File: src/rtl/phycfg_pkg.sv
`timescale 1ns/1ps
package phycfg_pkg;
   // word indices (byte offset / 4) whose fields reach the PHY pins
   localparam int PHY_WORD_IDX   = 6;     // byte offset 0x18
   localparam int TIMING_WORD_IDX = 0;    // byte offset 0x00
   localparam int STATUS_BYTE_OFF = 'h20;

   // field positions in the PHY word
   localparam int B_PWR     = 0;
   localparam int B_DLL_EN  = 1;
   localparam int DRV_LSB   = 4;
   localparam int DRV_W     = 3;

   // field positions in the timing word
   localparam int TAP_LSB   = 7;
   localparam int TAP_W     = 4;
   localparam int B_TAP_EN  = 11;
   localparam int FRQ_LSB   = 12;
   localparam int FRQ_W     = 2;

   // status word bit positions
   localparam int ST_DLL    = 5;
   localparam int ST_CAL    = 6;

   typedef enum logic [DRV_W-1:0] {
      IMP_50 = 3'd0, IMP_33 = 3'd1, IMP_66 = 3'd2, IMP_100 = 3'd3, IMP_40 = 3'd4
   } impedance_e;

   typedef enum logic [FRQ_W-1:0] {
      DLLF_200 = 2'd0, DLLF_50 = 2'd1, DLLF_100 = 2'd2, DLLF_150 = 2'd3
   } dll_freq_e;
endpackage

File: src/rtl/phycfg_mreg.sv
`timescale 1ns/1ps
module phycfg_mreg #(
   parameter int HALF_W = 16
) (
   input  logic                  clk,
   input  logic                  rst_n,
   input  logic                  wr_en,
   input  logic [2*HALF_W-1:0]   wr_data,
   output logic [HALF_W-1:0]     q
);
   logic [HALF_W-1:0] mask_w;
   logic [HALF_W-1:0] val_w;

   assign mask_w = wr_data[2*HALF_W-1:HALF_W];
   assign val_w  = wr_data[HALF_W-1:0];

   // one enabled flop per bit: the mask bit is the flop's own enable
   for (genvar b = 0; b < HALF_W; b++) begin : g_bit
      always_ff @(posedge clk or negedge rst_n) begin
         if (!rst_n)
            q[b] <= 1'b0;
         else if (wr_en && mask_w[b])
            q[b] <= val_w[b];
      end
   end

   // unmasked bits keep their value
   p_mask_hold_r1: assert property (@(posedge clk) disable iff (!rst_n)
      wr_en |=> ((q & ~$past(mask_w)) == ($past(q) & ~$past(mask_w))));
   // masked bits take the write value
   p_mask_load_r1: assert property (@(posedge clk) disable iff (!rst_n)
      wr_en |=> ((q & $past(mask_w)) == ($past(val_w) & $past(mask_w))));
   // no write, no change
   p_idle_hold_r1: assert property (@(posedge clk) disable iff (!rst_n)
      !wr_en |=> $stable(q));
endmodule

File: src/rtl/phycfg_sync.sv
`timescale 1ns/1ps
module phycfg_sync #(
   parameter int STAGES = 2,
   parameter int W      = 2
) (
   input  logic         clk,
   input  logic         rst_n,
   input  logic [W-1:0] d,
   output logic [W-1:0] q
);
   if (STAGES == 0) begin : g_bypass
      assign q = d;
   end else begin : g_chain
      logic [STAGES-1:0][W-1:0] st;

      always_ff @(posedge clk or negedge rst_n) begin
         if (!rst_n)
            st <= '0;
         else begin
            st[0] <= d;
            for (int k = 1; k < STAGES; k++)
               st[k] <= st[k-1];
         end
      end

      assign q = st[STAGES-1];

      // each stage delays by exactly one edge
      p_first_stage_r6: assert property (@(posedge clk) disable iff (!rst_n)
         st[0] == $past(d));
      for (genvar k = 1; k < STAGES; k++) begin : g_chk
         p_stage_step_r6: assert property (@(posedge clk) disable iff (!rst_n)
            st[k] == $past(st[k-1]));
      end
   end
endmodule

File: src/rtl/phycfg_decode.sv
`timescale 1ns/1ps
module phycfg_decode #(
   parameter int ADDR_W     = 8,
   parameter int HALF_W     = 16,
   parameter int NUM_CTRL   = 7,
   parameter int STATUS_OFF = 'h20
) (
   input  logic [ADDR_W-1:0]                 addr,
   input  logic [NUM_CTRL-1:0][HALF_W-1:0]   ctrl_q,
   input  logic [HALF_W-1:0]                 status_word,
   output logic [NUM_CTRL-1:0]               ctrl_sel,
   output logic                              ctrl_hit,
   output logic [2*HALF_W-1:0]               rdata
);
   localparam int IDX_W = ADDR_W - 2;

   logic              aligned;
   logic [IDX_W-1:0]  idx;
   logic              status_hit;

   assign aligned    = (addr[1:0] == 2'b00);
   assign idx        = addr[ADDR_W-1:2];
   assign status_hit = (addr == ADDR_W'(STATUS_OFF));

   always_comb begin
      for (int r = 0; r < NUM_CTRL; r++)
         ctrl_sel[r] = aligned && (idx == IDX_W'(r));
   end

   assign ctrl_hit = |ctrl_sel;

   always_comb begin
      rdata = '0;
      if (status_hit)
         rdata = {{HALF_W{1'b0}}, status_word};
      for (int r = 0; r < NUM_CTRL; r++)
         if (ctrl_sel[r])
            rdata = {{HALF_W{1'b0}}, ctrl_q[r]};
   end

   // at most one control word is selected by any address
   always_comb begin
      a_sel_onehot_r7: assert ($onehot0(ctrl_sel));
   end
endmodule

File: src/rtl/phycfg_bank.sv
`timescale 1ns/1ps
module phycfg_bank #(
   parameter int ADDR_W      = 8,
   parameter int HALF_W      = 16,
   parameter int NUM_CTRL    = 7,
   parameter int STATUS_OFF  = phycfg_pkg::STATUS_BYTE_OFF,
   parameter int SYNC_STAGES = 2
) (
   input  logic                  clk,
   input  logic                  rst_n,
   input  logic [ADDR_W-1:0]     cfg_addr,
   input  logic                  cfg_wr,
   input  logic [2*HALF_W-1:0]   cfg_wdata,
   output logic [2*HALF_W-1:0]   cfg_rdata,
   input  logic                  cal_done_i,
   input  logic                  dll_ready_i,
   output logic                  phy_pwr_on,
   output logic                  phy_dll_en,
   output logic [1:0]            phy_dll_freq,
   output logic [2:0]            phy_drive,
   output logic                  phy_tap_en,
   output logic [3:0]            phy_tap_sel
);
   import phycfg_pkg::*;

   localparam int DATA_W   = 2 * HALF_W;
   localparam int PHY_OFF  = PHY_WORD_IDX * 4;
   localparam int TIM_OFF  = TIMING_WORD_IDX * 4;

   // elaboration-time parameter checks
   if (HALF_W < FRQ_LSB + FRQ_W) begin : g_bad_width
      $error("phycfg_bank: HALF_W too small for the field map");
   end
   if (NUM_CTRL <= PHY_WORD_IDX) begin : g_bad_count
      $error("phycfg_bank: NUM_CTRL must cover the PHY word");
   end
   if (STATUS_OFF < NUM_CTRL * 4 || STATUS_OFF % 4 != 0 || STATUS_OFF >= (1 << ADDR_W)) begin : g_bad_status
      $error("phycfg_bank: STATUS_OFF overlaps, is misaligned or out of range");
   end
   if (SYNC_STAGES < 0 || SYNC_STAGES > 4) begin : g_bad_sync
      $error("phycfg_bank: SYNC_STAGES out of range");
   end

   logic [NUM_CTRL-1:0][HALF_W-1:0] ctrl_q;
   logic [NUM_CTRL-1:0]             ctrl_sel;
   logic                            ctrl_hit;
   logic [HALF_W-1:0]               status_word;
   logic [1:0]                      flags_sync;

   for (genvar r = 0; r < NUM_CTRL; r++) begin : g_word
      phycfg_mreg #(.HALF_W(HALF_W)) u_word (
         .clk     (clk),
         .rst_n   (rst_n),
         .wr_en   (cfg_wr && ctrl_sel[r]),
         .wr_data (cfg_wdata),
         .q       (ctrl_q[r])
      );
   end

   phycfg_sync #(.STAGES(SYNC_STAGES), .W(2)) u_sync (
      .clk   (clk),
      .rst_n (rst_n),
      .d     ({cal_done_i, dll_ready_i}),
      .q     (flags_sync)
   );

   always_comb begin
      status_word         = '0;
      status_word[ST_CAL] = flags_sync[1];
      status_word[ST_DLL] = flags_sync[0];
   end

   phycfg_decode #(
      .ADDR_W     (ADDR_W),
      .HALF_W     (HALF_W),
      .NUM_CTRL   (NUM_CTRL),
      .STATUS_OFF (STATUS_OFF)
   ) u_decode (
      .addr        (cfg_addr),
      .ctrl_q      (ctrl_q),
      .status_word (status_word),
      .ctrl_sel    (ctrl_sel),
      .ctrl_hit    (ctrl_hit),
      .rdata       (cfg_rdata)
   );

   // field fan-out to the PHY pins
   assign phy_pwr_on   = ctrl_q[PHY_WORD_IDX][B_PWR];
   assign phy_dll_en   = ctrl_q[PHY_WORD_IDX][B_DLL_EN];
   assign phy_drive    = ctrl_q[PHY_WORD_IDX][DRV_LSB +: DRV_W];
   assign phy_tap_sel  = ctrl_q[TIMING_WORD_IDX][TAP_LSB +: TAP_W];
   assign phy_tap_en   = ctrl_q[TIMING_WORD_IDX][B_TAP_EN];
   assign phy_dll_freq = ctrl_q[TIMING_WORD_IDX][FRQ_LSB +: FRQ_W];

   // nothing but a mapped control write changes the words
   p_stray_write_r7: assert property (@(posedge clk) disable iff (!rst_n)
      !(cfg_wr && ctrl_hit) |=> $stable(ctrl_q));
   // an enabled write of the power bit reaches the pin next edge
   p_pwr_follow_r4: assert property (@(posedge clk) disable iff (!rst_n)
      (cfg_wr && cfg_addr == ADDR_W'(PHY_OFF) && cfg_wdata[HALF_W + B_PWR])
      |=> (phy_pwr_on == $past(cfg_wdata[B_PWR])));
   // a fully enabled frequency write reaches the pins next edge
   p_freq_follow_r5: assert property (@(posedge clk) disable iff (!rst_n)
      (cfg_wr && cfg_addr == ADDR_W'(TIM_OFF) && (&cfg_wdata[HALF_W + FRQ_LSB +: FRQ_W]))
      |=> (phy_dll_freq == $past(cfg_wdata[FRQ_LSB +: FRQ_W])));
   // the upper half of any read is zero
   p_upper_zero_r2: assert property (@(posedge clk) disable iff (!rst_n)
      cfg_rdata[DATA_W-1:HALF_W] == '0);
endmodule

File: config.mk
export PLATFORM = sky130hd
export DESIGN_NAME = phycfg_bank
export DESIGN_NICKNAME = d
export VERILOG_FILES = /design/src/rtl/phycfg_pkg.sv /design/src/rtl/phycfg_mreg.sv /design/src/rtl/phycfg_sync.sv /design/src/rtl/phycfg_decode.sv /design/src/rtl/phycfg_bank.sv
export SDC_FILE = /design/constraint.sdc
export NUM_CORES = 1
export LEC_CHECK = 0
export BUFFER_PORTS_ARGS = -buffer_cell sky130_fd_sc_hd__buf_2
export CORE_MARGIN = 1.5
export CORE_UTILIZATION = 58
export DETAILED_ROUTE_END_ITERATION = 8
export GPL_ROUTABILITY_DRIVEN = 0
export MAX_ROUTING_LAYER = met4
export PLACE_DENSITY = 0.82
export SLEW_MARGIN = 30
export SYNTH_ARGS = -nofsm -noshare
export SYNTH_HDL_FRONTEND = slang
export SYNTH_SLANG_ARGS = --single-unit
File: constraint.sdc
create_clock -name clk -period 2.4 [get_ports clk]
set_input_delay 0.36 -clock clk [delete_from_list [all_inputs] [get_ports clk]]
set_output_delay 0.36 -clock clk [all_outputs]
set_load 0.02 [all_outputs]
-- Yosys cells after proc, flatten, opt, wreduce, memory -nomap -nowiden
Cells that the tools add are included.
- register bits: 116
- output and inout port bits: 44
- logic and storage cells: 257
- eq/ne operators: 7
- muxes and demuxes: 8
- reductions and logical operators: 128
- operator list (cell ; number):
    1-bit logical AND ; 126
    16-bit 2-to-1 mux ; 7
    6-bit by 3-bit equality test with 1-bit output, second input constant ; 3
    6-bit by 2-bit equality test with 1-bit output, second input constant ; 2
    8-bit by 6-bit equality test with 1-bit output, second input constant ; 1
    7-bit 2-to-1 mux ; 1
    6-bit by 1-bit equality test with 1-bit output, second input constant ; 1
    6-bit logical NOT ; 1
    2-bit logical NOT ; 1

-- Logic depth before layout (Yosys ltp)
- depth in word-level cells: 9
- gate-level depth with buffers: 7
- mapped depth without buffers: 5

-- Hierarchy
From an unflattened synthesis, not the netlist that was laid out.
- cell total of the unflattened synthesis: 608
- area, all modules: 6678.9 um^2
- modules (own cells, without submodules) (module ; instances ; cells an instance ; area an instance (um^2) ; seq. area each (um^2)):
    phycfg_mreg ; 7 ; 50 ; 700.7 ; 400.4
    phycfg_decode ; 1 ; 244 ; 1611.5 ; 0.0
    phycfg_sync ; 1 ; 6 ; 115.1 ; 100.1
    phycfg_bank ; 1 ; 8 ; 47.5 ; 0.0

-- Least setup slack after synthesis
OpenSTA, ideal clock, no wires.
- path kind: input to output
- start point: input port cfg_addr[3]
- end point: output port cfg_rdata[15]
- arrival: 1.998 ns
- data required time: 2.040 ns
- setup slack: 0.042 ns
- stages on the path: 6
- path buffers: 3
- cells stage by stage: buf_2 -> buf_2 -> nor2b_1 -> buf_2 -> a21oi_1 -> o32ai_1
- word-level cells in the longest chain between the ends: 9
- ends and longest elaborated chain (item ; RTL line ; RTL):
    start, declared ; phycfg_bank.sv:11 ; input logic [ADDR_W-1:0] cfg_addr,
    6-bit logical NOT ; phycfg_decode.sv:27 ; ctrl_sel[r] = aligned && (idx == IDX_W'(r));
    1-bit logical AND ; phycfg_decode.sv:27 ;
    16-bit 2-to-1 mux (6 in series) ; phycfg_decode.sv:37 ; if (ctrl_sel[r])
    16-bit 2-to-1 mux (*) ; phycfg_decode.sv:37 ;
    end, declared ; phycfg_bank.sv:14 ; output logic [2*HALF_W-1:0] cfg_rdata,
Every way passes the cells marked *; elsewhere a longest branch is shown, timed or not.

-- Final worst setup path
- start point: register g_word[0].u_word.q[12]
- end point: output port cfg_rdata[12]
- word-level cells in the longest chain between the ends: 7
- ends and longest elaborated chain (item ; RTL line ; RTL):
    start, declared ; phycfg_mreg.sv:9 ; output logic [HALF_W-1:0] q
    start signal, assigned by index ; phycfg_mreg.sv:23 ; q[b] <= val_w[b];
    16-bit 2-to-1 mux (7 in series) ; phycfg_decode.sv:37 ;
No other way between the ends.

==> flow_metrics.tcl <==
set metrics [dict create \
    synth_xor_xnor_area_share_pct 0 \
    rr_endpoint "g_word[6].u_word.q[4]$_DFFE_PN0P_" \
    max_cap_violations 0 \
    arrival_ns 1.97 \
    yosys.area.top_type_share_pct 46.7 \
    drc 0 \
    fmax_ghz 0.429 \
    clk_latency_ns 0.53 \
    worstHoldPathCells 2 \
    min_from "cfg_wdata[14]" \
    io_buffers 72 \
    coreArea_um2 10400 \
    path_class "flop to output pin" \
    drive_gt1_share_pct 41.8 \
    tightest_slew_ns 0.595 \
    clk_pin_slew_ns 0.06 \
    dp_hpwl_mm 10.9 \
    start_util_pct 60.0 \
    synth_area_um2 6220 \
    final_net_count 694 \
    netlist_instances 554 \
    synth-warning-count 0 \
    synth.largest_area_cell "dfrtp_1" \
    synthTopCellsByCount "dfrtp_1 (116), mux2_2 (102), nand2_1 (82), buf_4 (30), nand3_1 (29)" \
    cts_setup_buffers 0 \
    wl_per_cell_um 20.4 \
    worst_slack_ns 0.0694 \
    ys.flop_type "dfrtp_1" \
    rr_startpoint "g_word[6].u_word.q[4]$_DFFE_PN0P_" \
    instances_no_fill 799 \
    io_pins 89 \
    powerDensity_nw_per_um2 654 \
    nFillCells 705 \
    yosys.area_share.adder_pct 0 \
    post-route-period-util_pct 97.1 \
    yosysMostFrequentCell "dfrtp_1" \
    synth_seq_cells 116 \
    track_usage_pct 31.6 \
    fin_skew_ns 0.000393 \
    worstPathRequired_ns 2.04 \
    setup_tns_ns 0 \
    synthSimpleGateAreaFrac_pct 14.8 \
    htreeDepth 4 \
    synth_edf_count 0 \
    grt_pass1_wl_mm 26.3 \
    clk_path_buf_depth 2 \
    crit_buf_inv 1 \
    crit_path_end_kind "output pin" \
    synth_area_per_cell_um2 11.2 \
    syn_to_final_growth_pct 18.9 \
    totalWireLength_mm 16.3 \
    place_inst 763 \
    grt.overflow.total 0 \
    drt_iter0_drc 427 \
    cp_max_fo 3 \
    grt_max_degree 49 \
    die_w_um 107 \
    cp_top_family "compound AO/OA/AOI/OAI gates" \
    row_count 37 \
    yosysSeqAreaShare_pct 46.7 \
    finish.utilization_pct 71.3 \
    cts_root_buf "clkbuf_8" \
    ff2ff_path_depth 1 \
    cts_tree "built" \
    synth_top_family_by_area "multiplexers" \
    synth_compound_area_share_pct 7.80 \
    cp-start-kind "flop" \
    synth.area.top_cells "dfrtp_1 (47%), mux2_2 (18%), nand2_1 (4.9%)" \
    die_area_um2 11400 \
    place_ws_ns 0.0833 \
    cpPeakStageDelay_ns 0.43 \
    irDropWorstVdd_mv 0.751 \
    die-height_um 107 \
    finalPower_mw 4.84 \
    drt_pass1_iterations 6 \
    finalSetupViolations 0 \
    viasPerCell 6.21 \
    synth_mux_area_share_pct 24.8 \
    drv_slew 0 \
    rrSetupSlack_ns 1.56 \
    cp_cell_sequence "mux2_2, o211ai_1, nand3_1, a32o_1, buf_2" \
    num_vias 4960 \
    synth.distinct_cells 44 \
    status "completed" \
    grt_pass1_vias 4989 \
    hold_end "g_word[3].u_word.q[14]$_DFFE_PN0P_" \
    leakagePower_nw 3.56 \
    hold_violations 0 \
    relSlewSlack_pct 60.3 \
    rsz0062_at_grt "no" \
    finalCriticalPeriod_ns 2.33 \
    synthArstFlopShare_pct 100 \
    hp-class "input pin to flop" \
    cts_buffers 17 \
    cp_slowest_cell "dfrtp_1" \
    ant_nets 0 \
    antenna_found_initial 1 \
    clkSinkCount 116 \
]
-- sequential cells by signal, summed over array words and instances (netlist names) --
| register | cells |
|---|---|
| g_word.u_word.q | 112 |
| u_sync.q | 2 |
| u_sync.g_chain.st | 2 |
-- how the worst max path moves through the flow --
stage,from,depth (start not counted),to,slack [ns]
2_1_floorplan,cfg_addr[3],6,cfg_rdata[15],0.04
3_3_place_gp,cfg_addr[3],7,cfg_rdata[0],0.13
3_5_place_dp,cfg_addr[2],8,cfg_rdata[5],0.08
4_1_cts,cfg_addr[2],8,cfg_rdata[5],0.08
5_1_grt,g_word[2].u_word.q[5]$_DFFE_PN0P_,6,cfg_rdata[5],0.02
6_report,g_word[0].u_word.q[12]$_DFFE_PN0P_,5,cfg_rdata[12],0.07
-- per-stage QoR --
stage | cell area (um2) | hold slack [ns]
global placement | 6800 | 0.265
detailed placement | 6800 | 0.265
finish | 7400 | 0.139
floorplan | 6280 | 0.0644
global route | 7400 | 0.146
CTS | 7390 | 0.134
-- timing repair --
item                                   CTS  global route
setup endpoints to repair                0             6
endpoints found under the hold margin   20             0
hold buffers                             3             0
gates resized for setup                  0             2
-- per-layer routing --
metal | up-vias | global-route usage, % | wire length, um
li1 | 2177 | - | -
met4 | 0 | 13.5 | 404
met1 | 2455 | 40.0 | 6570
met5 | - | - | 0
met3 | 39 | 8.21 | 1450
met2 | 289 | 48.3 | 7880
-- power breakdown --
group | internal, mW | switching, mW
Combinational | 0.143 | 0.268
Sequential | 2.01 | 0.0314
Clock | 1.52 | 0.863
-- logic make-up after synthesis --
| kind of cell | after synthesis |
|---|---|
| mux | 132 |
| flops | 116 |
| buf+inv | 61 |
| simple gates | 173 |
| compound gates | 71 |
| other cells | 1 |
-- layout by cell type, fill, tap and decap left out, drive strengths merged, types with 3 or more instances in the layout --
cell,n
a31oi,5
nand3,38
inv,6
mux2,126
clkbuf,24
a22oi,6
dlygate4sd3,3
a221oi,4
a211oi,4
o21ai,15
conb,16
nor3,7
nand2,83
nand4,19
nor2b,4
mux2i,5
nor2,13
o32ai,8
dfrtp,116
a21oi,14
clkinv,5
o211ai,6
a32o,4
buf,112
-- final cells by class --
type / instances / area (um2) / share of cell area [%]
multi-input cells: 392 / 3010 / 40.7
well taps: 136 / 170 / 2.30
repair buffers: 116 / 728 / 9.84
flip-flops and latches: 116 / 2900 / 39.2
clock buffers: 23 / 457 / 6.17
inverters: 6 / 22.5 / 0.304
clock inverters: 9 / 104 / 1.40
diodes: 1 / 2.50 / 0.0338
Note: power is estimated with default switching activity, not from simulation.
